**config.mk**
```make
export PLATFORM = sky130hd
export DESIGN_NAME = wp_seq_guard
export DESIGN_NICKNAME = d
export VERILOG_FILES = /design/src/rtl/wpseq_pkg.sv /design/src/rtl/wpseq_match.sv /design/src/rtl/wpseq_hold.sv /design/src/rtl/wp_seq_guard.sv
export SDC_FILE = /design/constraint.sdc
export NUM_CORES = 1
export LEC_CHECK = 0
export BUFFER_PORTS_ARGS = -buffer_cell sky130_fd_sc_hd__buf_2
export CORE_MARGIN = 1
export CORE_UTILIZATION = 35
export CTS_CLUSTER_DIAMETER = 200
export DETAILED_ROUTE_END_ITERATION = 8
export MAX_ROUTING_LAYER = met4
export PLACE_DENSITY = 0.61
export SYNTH_ARGS = -nofsm -noshare
export SYNTH_HDL_FRONTEND = slang
export SYNTH_SLANG_ARGS = --single-unit
```
**constraint.sdc**
```tcl
create_clock -name clk -period 4.5 [get_ports clk]
set_clock_uncertainty 0.05 [all_clocks]
set_input_delay 1.35 -clock clk [delete_from_list [all_inputs] [get_ports clk]]
set_output_delay 1.35 -clock clk [all_outputs]
set_load 0.03 [all_outputs]
```
**src/rtl/wpseq_pkg.sv**
```systemverilog
package wpseq_pkg;

    localparam int ADDR_W     = 16;
    localparam int DATA_W     = 8;
    localparam int HOLD_DEPTH = 2;
    localparam int SLOTS      = HOLD_DEPTH + 1;

    localparam logic [14:0] KEY_ADDR_HI = 15'h5555;
    localparam logic [14:0] KEY_ADDR_LO = 15'h2AAA;
    localparam logic [7:0]  KEY_LEAD    = 8'hAA;
    localparam logic [7:0]  KEY_SECOND  = 8'h55;
    localparam logic [7:0]  KEY_ARM     = 8'hA0;
    localparam logic [7:0]  KEY_ESC     = 8'h80;
    localparam logic [7:0]  KEY_DISARM  = 8'h20;

    typedef struct packed {
        logic [ADDR_W-1:0] addr;
        logic [DATA_W-1:0] data;
    } wr_t;

    // matcher progress: number of command writes seen so far
    typedef enum logic [2:0] {
        SQ_IDLE, SQ_LEAD, SQ_SECOND, SQ_ESC, SQ_LEAD2, SQ_SECOND2
    } seq_e;

    // what the holding stage does with held writes and the current one
    typedef enum logic [2:0] {
        HB_NONE, HB_PUSH, HB_ABSORB, HB_FLUSH_KEEP, HB_FLUSH
    } hb_e;

    typedef enum logic [1:0] {EV_NONE, EV_ARM, EV_DISARM} ev_e;

    // bit 15 of the address never takes part in a command compare
    function automatic logic key_hit(wr_t w, logic [14:0] a, logic [7:0] d);
        return (w.addr[14:0] == a) && (w.data == d);
    endfunction

endpackage

```
**src/rtl/wpseq_match.sv**
```systemverilog
module wpseq_match
    import wpseq_pkg::*;
(
    input  logic  wr_valid,
    input  wr_t   w,
    input  seq_e  seq_q,
    output seq_e  seq_d,
    output hb_e   hb,
    output ev_e   ev
);
    logic restart;

    always_comb begin
        restart = key_hit(w, KEY_ADDR_HI, KEY_LEAD);
        seq_d   = seq_q;
        hb      = HB_NONE;
        ev      = EV_NONE;
        if (wr_valid) begin
            // default: the write breaks whatever was matched
            seq_d = restart ? SQ_LEAD : SQ_IDLE;
            hb    = restart ? HB_FLUSH_KEEP : HB_FLUSH;
            unique case (seq_q)
                SQ_IDLE: if (restart) begin
                    seq_d = SQ_LEAD;  hb = HB_PUSH;
                end
                SQ_LEAD: if (key_hit(w, KEY_ADDR_LO, KEY_SECOND)) begin
                    seq_d = SQ_SECOND; hb = HB_PUSH;
                end
                SQ_SECOND: if (key_hit(w, KEY_ADDR_HI, KEY_ARM)) begin
                    seq_d = SQ_IDLE; hb = HB_ABSORB; ev = EV_ARM;
                end else if (key_hit(w, KEY_ADDR_HI, KEY_ESC)) begin
                    seq_d = SQ_ESC;  hb = HB_ABSORB;
                end
                SQ_ESC: if (restart) begin
                    seq_d = SQ_LEAD2; hb = HB_PUSH;
                end
                SQ_LEAD2: if (key_hit(w, KEY_ADDR_LO, KEY_SECOND)) begin
                    seq_d = SQ_SECOND2; hb = HB_PUSH;
                end
                SQ_SECOND2: if (key_hit(w, KEY_ADDR_HI, KEY_DISARM)) begin
                    seq_d = SQ_IDLE; hb = HB_ABSORB; ev = EV_DISARM;
                end
                default: begin
                    seq_d = SQ_IDLE; hb = HB_FLUSH;
                end
            endcase
        end
    end

endmodule

```
**src/rtl/wpseq_hold.sv**
```systemverilog
module wpseq_hold
    import wpseq_pkg::*;
(
    input  logic             clk,
    input  logic             rst,
    input  hb_e              hb,
    input  logic             allow,
    input  wr_t              w,
    output logic [SLOTS-1:0] rel_vld,
    output wr_t [SLOTS-1:0]  rel_w
);
    localparam int CNT_W = $clog2(HOLD_DEPTH + 1);

    logic [CNT_W-1:0]     h_cnt, n_cnt;
    wr_t [HOLD_DEPTH-1:0] h_buf, n_buf;
    logic [SLOTS-1:0]     o_vld;
    wr_t [SLOTS-1:0]      o_w;

    always_comb begin
        n_cnt = h_cnt;
        n_buf = h_buf;
        o_vld = '0;
        o_w   = '0;
        unique case (hb)
            HB_PUSH: begin
                for (int i = 0; i < HOLD_DEPTH; i++)
                    if (CNT_W'(i) == h_cnt) n_buf[i] = w;
                n_cnt = h_cnt + 1'b1;
            end
            HB_ABSORB: n_cnt = '0;
            HB_FLUSH_KEEP, HB_FLUSH: begin
                if (allow) begin
                    for (int i = 0; i < HOLD_DEPTH; i++)
                        if (CNT_W'(i) < h_cnt) begin
                            o_vld[i] = 1'b1;
                            o_w[i]   = h_buf[i];
                        end
                    if (hb == HB_FLUSH)
                        for (int i = 0; i < SLOTS; i++)
                            if (CNT_W'(i) == h_cnt) begin
                                o_vld[i] = 1'b1;
                                o_w[i]   = w;
                            end
                end
                if (hb == HB_FLUSH_KEEP) begin
                    n_buf[0] = w;
                    n_cnt    = CNT_W'(1);
                end else begin
                    n_cnt = '0;
                end
            end
            default: ;
        endcase
    end

    always_ff @(posedge clk) begin
        if (rst) begin
            h_cnt   <= '0;
            h_buf   <= '0;
            rel_vld <= '0;
            rel_w   <= '0;
        end else begin
            h_cnt   <= n_cnt;
            h_buf   <= n_buf;
            rel_vld <= o_vld;
            rel_w   <= o_w;
        end
    end

    AST_HOLD_ROOM: assert property (@(posedge clk) disable iff (rst)
        hb == HB_PUSH |-> h_cnt < CNT_W'(HOLD_DEPTH));

endmodule

```
**src/rtl/wp_seq_guard.sv**
```systemverilog
module wp_seq_guard
    import wpseq_pkg::*;
#(
    parameter int PAGE_BYTES = 128,
    parameter int CLR_CYCLES = 8
) (
    input  logic                     clk,
    input  logic                     rst,
    input  logic                     persist_prot,
    input  logic                     wr_valid,
    input  logic [ADDR_W-1:0]        wr_addr,
    input  logic [DATA_W-1:0]        wr_data,
    input  logic                     page_done,
    output logic [SLOTS-1:0]         rel_vld,
    output logic [SLOTS*ADDR_W-1:0]  rel_addr,
    output logic [SLOTS*DATA_W-1:0]  rel_data,
    output logic                     prot_on,
    output logic                     win_open
);
    localparam int WCNT_W = $clog2(PAGE_BYTES + 1);
    localparam int PEND_W = $clog2(CLR_CYCLES + 1);

    wr_t              w_in;
    seq_e             seq_q, seq_d;
    hb_e              hb_m, hb_eff;
    ev_e              ev_m, ev_eff;
    logic             prot_q, win_q, allow;
    logic [WCNT_W-1:0] cnt_q;
    logic [PEND_W-1:0] pend_q;
    wr_t [SLOTS-1:0]  rel_w;

    assign w_in = '{addr: wr_addr, data: wr_data};

    wpseq_match u_match (
        .wr_valid (wr_valid),
        .w        (w_in),
        .seq_q    (seq_q),
        .seq_d    (seq_d),
        .hb       (hb_m),
        .ev       (ev_m)
    );

    // an open window bypasses command matching entirely
    assign hb_eff = win_q ? (wr_valid ? HB_FLUSH : HB_NONE) : hb_m;
    assign ev_eff = win_q ? EV_NONE : ev_m;
    assign allow  = win_q ? (cnt_q < WCNT_W'(PAGE_BYTES)) : !prot_q;

    wpseq_hold u_hold (
        .clk     (clk),
        .rst     (rst),
        .hb      (hb_eff),
        .allow   (allow),
        .w       (w_in),
        .rel_vld (rel_vld),
        .rel_w   (rel_w)
    );

    for (genvar g = 0; g < SLOTS; g++) begin : g_slot
        assign rel_addr[g*ADDR_W +: ADDR_W] = rel_w[g].addr;
        assign rel_data[g*DATA_W +: DATA_W] = rel_w[g].data;
    end

    always_ff @(posedge clk) begin
        if (rst) begin
            seq_q  <= SQ_IDLE;
            prot_q <= persist_prot;
            win_q  <= 1'b0;
            cnt_q  <= '0;
            pend_q <= '0;
        end else begin
            if (!win_q) seq_q <= seq_d;
            if (win_q && wr_valid && allow) cnt_q <= cnt_q + 1'b1;
            if (win_q && page_done) win_q <= 1'b0;
            if (ev_eff == EV_ARM) begin
                prot_q <= 1'b1;
                win_q  <= 1'b1;
                cnt_q  <= '0;
                pend_q <= '0;
            end else if (ev_eff == EV_DISARM) begin
                pend_q <= PEND_W'(CLR_CYCLES);
            end else if (pend_q == PEND_W'(1)) begin
                prot_q <= 1'b0;
                pend_q <= '0;
            end else if (pend_q != '0) begin
                pend_q <= pend_q - 1'b1;
            end
        end
    end

    assign prot_on  = prot_q;
    assign win_open = win_q;

    AST_LOCKED_SILENT: assert property (@(posedge clk) disable iff (rst)
        prot_q && !win_q |=> rel_vld == '0);
    AST_ARM_OPENS: assert property (@(posedge clk) disable iff (rst)
        ev_eff == EV_ARM |=> prot_q && win_q);
    AST_WIN_CAP: assert property (@(posedge clk) disable iff (rst)
        cnt_q <= WCNT_W'(PAGE_BYTES));
    AST_WIN_CLOSE: assert property (@(posedge clk) disable iff (rst)
        win_q && page_done |=> !win_q);
    AST_QUIET: assert property (@(posedge clk) disable iff (rst)
        !wr_valid |=> rel_vld == '0);
    AST_CLEAR_DELAY: assert property (@(posedge clk) disable iff (rst)
        $fell(prot_q) |-> $past(pend_q) == PEND_W'(1));

endmodule

```
==> results.json <==
{
  "max_freq_mhz": 269.3,
  "syn_nets": 586,
  "seqCellArea_um2": 2853,
  "antenna_found_initial": 0,
  "ys_types": 61,
  "vdd_drop_max_mv": 0.2686,
  "pre_cts_ws_ps": 401.3,
  "hold_viol": 0,
  "fin_cells": 849,
  "path_buf_inv": 2,
  "syn_to_final_growth_pct": 24.56,
  "final_cell_mix": "dfxtp_1, buf_2, nor2_1, a21o_1, a21oi_1",
  "synth_top_flop_cell": "dfxtp_1",
  "switching_power_uw": 771.4,
  "clock_power_share_pct": 48.6,
  "syn_area_per_cell_um2": 9.902,
  "crit_chain": "buf_2, and4b_1, nand3_1, buf_4, or3_1, o211a_2, or4_4, nor3b_4, a21o_1",
  "ant_nets": 0,
  "async_flop_share_pct": 0,
  "clkLatencyLatePin_ps": 430,
  "layout_commonest_cell": "dfxtp_1",
  "initial_utilization_pct": 35.76,
  "antenna_cells": 0,
  "core_um2": 15200,
  "avgRoutedWirePerCell_um": 17.43,
  "worst_setup_path_end_kind": "flip-flop",
  "cts_max_level": 4,
  "synth.cell_area_um2": 5436,
  "crit_slowest_cell": "or4_4",
  "cts_root_buffer": "clkbuf_16",
  "grt_pass1_wl_mm": 23.16,
  "crit_path_start_kind": "primary input",
  "clkSlewWorstSetupHoldPaths_ps": 60,
  "drt-total-wl_mm": 14.80,
  "cap_violations": 0,
  "multiInputGateArea_um2": 2385,
  "power_switching_share_pct": 25.86,
  "whs_ps": 402.2,
  "cts_resized": 0,
  "worstPathArrival_ps": 4030,
  "crit_type": "primary input to flip-flop",
  "critPathTopFamily": "simple AND/OR/NAND/NOR gates",
  "ys_warn_count": 0,
  "port_buffers": 105,
  "fill_cells": 1488,
  "cts_buffers": 17,
  "p_seq_share_pct": 43.6,
  "die_w_um": 126.6,
  "nets": 685,
  "place.gp.congestion": 0.8370,
  "min_period_ps": 3713,
  "ys_seq_elements": 142,
  "status": "finished, final reports clean",
  "cts.sinks": 142,
  "hold_path.class": "flip-flop to flip-flop",
  "powerDensity_nw_per_um2": 440.4,
  "dp_hpwl_mm": 10.24,
  "p_comb_share_pct": 7.8,
  "grt_start_max_net_pins": 50,
  "setup_viol": 0,
  "vias": 4568,
  "drtIter0Drc": 316,
  "ctsHoldBuffers": 0,
  "post-route-drc-count": 0,
  "synth_area_leader_cell": "dfxtp_1",
  "p_int_uw": 2211,
  "ys_top_cells_by_area": "dfxtp_1, a21o_1, a32oi_1",
  "r2r_slack_ps": 1520,
  "yosysTopAreaCellShare_pct": 51.92,
  "cpPeakStageDelay_ps": 540,
  "required_ps": 4820,
  "maxSlewHeadroom_pct": 35.43,
  "netlist_instances": 549,
  "grt_pass1_vias": 4345,
  "track_usage_pct": 19.53,
  "dp_cells": 817,
  "clockBufferDepth": 2,
  "rsz0062_at_grt": "false",
  "die_h_um": 126.6,
  "cts_tree": "yes",
  "post_drt_via_cell_ratio": 5.380,
  "report.final.slew_viol_count": 0,
  "synth-edff-count": 1,
  "num_io_pins": 106,
  "cellLeakagePower_uw": 0.003180,
  "drive_gt1_share_pct": 26.32,
  "fin_setup_tns_ps": 0,
  "fp-row-count": 45,
  "postCtsSetupRepairBufs": 0,
  "drt-pass1-iter-count": 5,
  "cp_max_fo": 12,
  "die-area_um2": 16040,
  "finalCritPeriodShare_pct": 82.52,
  "max_slew.worst_pin.slew_ps": 968.6,
  "grt_overflow": 0,
  "ys_seq_area_share_pct": 52.47,
  "finalWorstSetupSlack_ps": 786.7
}
[cells by family (layout without fill, tap and decap cells)]
logic type	after synthesis	after routing	synth area share, %
DFF	142	142	52.47
muxes	3	3	0.5754
xor gates and xnor gates	7	7	1.128
buffers and inverters	48	160	3.866
adders and majority gates	8	8	1.841
and+or+nand+nor	202	202	21.73
AOI/OAI and AO/OA	139	139	18.39
[metal layers]
layer	part of all wire [%]	GRT usage (%)	wire, um	vias to the layer above
li1	-	-	-	2156
met1	47	24.84	6926	2193
met4	3.1	10.99	452	0
met2	44	28.47	6503	181
met5	0	-	0	-
met3	6.2	4.555	917	38
[flip-flops by register name, summed over array words and instances, names as in the netlist]
register / cells
u_hold.h_cnt: 2
prot_on: 1
cnt_q: 8
u_hold.h_buf: 48
u_hold.rel_vld: 3
u_hold.rel_w: 72
seq_q: 3
pend_q: 4
win_open: 1
[synthesized netlist by cell type (2+ instances only)]
cell type	number
o21ai_1	3
nand2_1	14
nor3_1	3
or3_1	5
nand2b_1	28
nand4_1	8
and4bb_1	3
inv_1	8
nor2_1	48
o21a_1	2
dfxtp_1	141
o21ai_0	5
nand3b_1	2
o41a_1	2
mux2i_1	2
a31oi_1	3
nand3_1	32
nor3b_1	3
a31o_2	4
a32oi_1	26
ha_1	8
a21o_1	46
clkbuf_1	24
nor4_1	4
xnor2_1	2
and3_1	5
or2_2	3
a211oi_1	3
xor2_1	5
nor3b_2	3
a21oi_1	34
nor2b_1	4
buf_4	2
buf_2	12
and2_1	26
[worst paths after layout]
kind	start	to	depth (start not counted)
max	wr_addr[3]	u_hold.h_buf[31]	9
min	u_hold.h_buf[18]	u_hold.h_buf[18]	1
max reg2reg	seq_q[0]	u_hold.h_buf[31]	7
min reg2reg	u_hold.h_buf[18]	u_hold.h_buf[18]	1
[cell type report]
| type | count | area share (%) |
|---|---|---|
| Clock inverter | 15 | 2.846 |
| Sequential cell | 142 | 42.13 |
| Timing Repair Buffer | 120 | 9.608 |
| Clock buffer | 17 | 6.282 |
| Multi-Input combinational cell | 359 | 35.22 |
| Inverter | 8 | 0.4435 |
| Tap cell | 188 | 3.474 |
[metrics by stage]
step	power [uW]	utilization [%]	cell area [um^2]
4_1_cts	3013	44.54	6771
6_report	2982	44.54	6771
3_5_place_dp	1557	40.48	6153
2_1_floorplan	1473	-	5436
3_3_place_gp	1548	40.48	6153
5_1_grt	3093	44.54	6771
[power by group through the flow]
stage / Sequential (uW) / Clock, uW / Combinational, uW
2_1_floorplan: 1340 / 0 / 133
3_3_place_gp: 1330 / 0 / 222
3_5_place_dp: 1330 / 0 / 230
4_1_cts: 1300 / 1480 / 231
5_1_grt: 1300 / 1540 / 255
6_report: 1300 / 1450 / 232
[worst register-to-register path: cells and delay by family, from the launching register on]
| kind | cells | cell delay [ps] |
|---|---|---|
| flip-flops | 1 | 540 |
| AND/OR/NAND/NOR | 3 | 1440 |
| AO/OA/AOI/OAI | 3 | 810 |
| buffers and inverters | 1 | 90 |
Power figures use the tool's default switching activity.
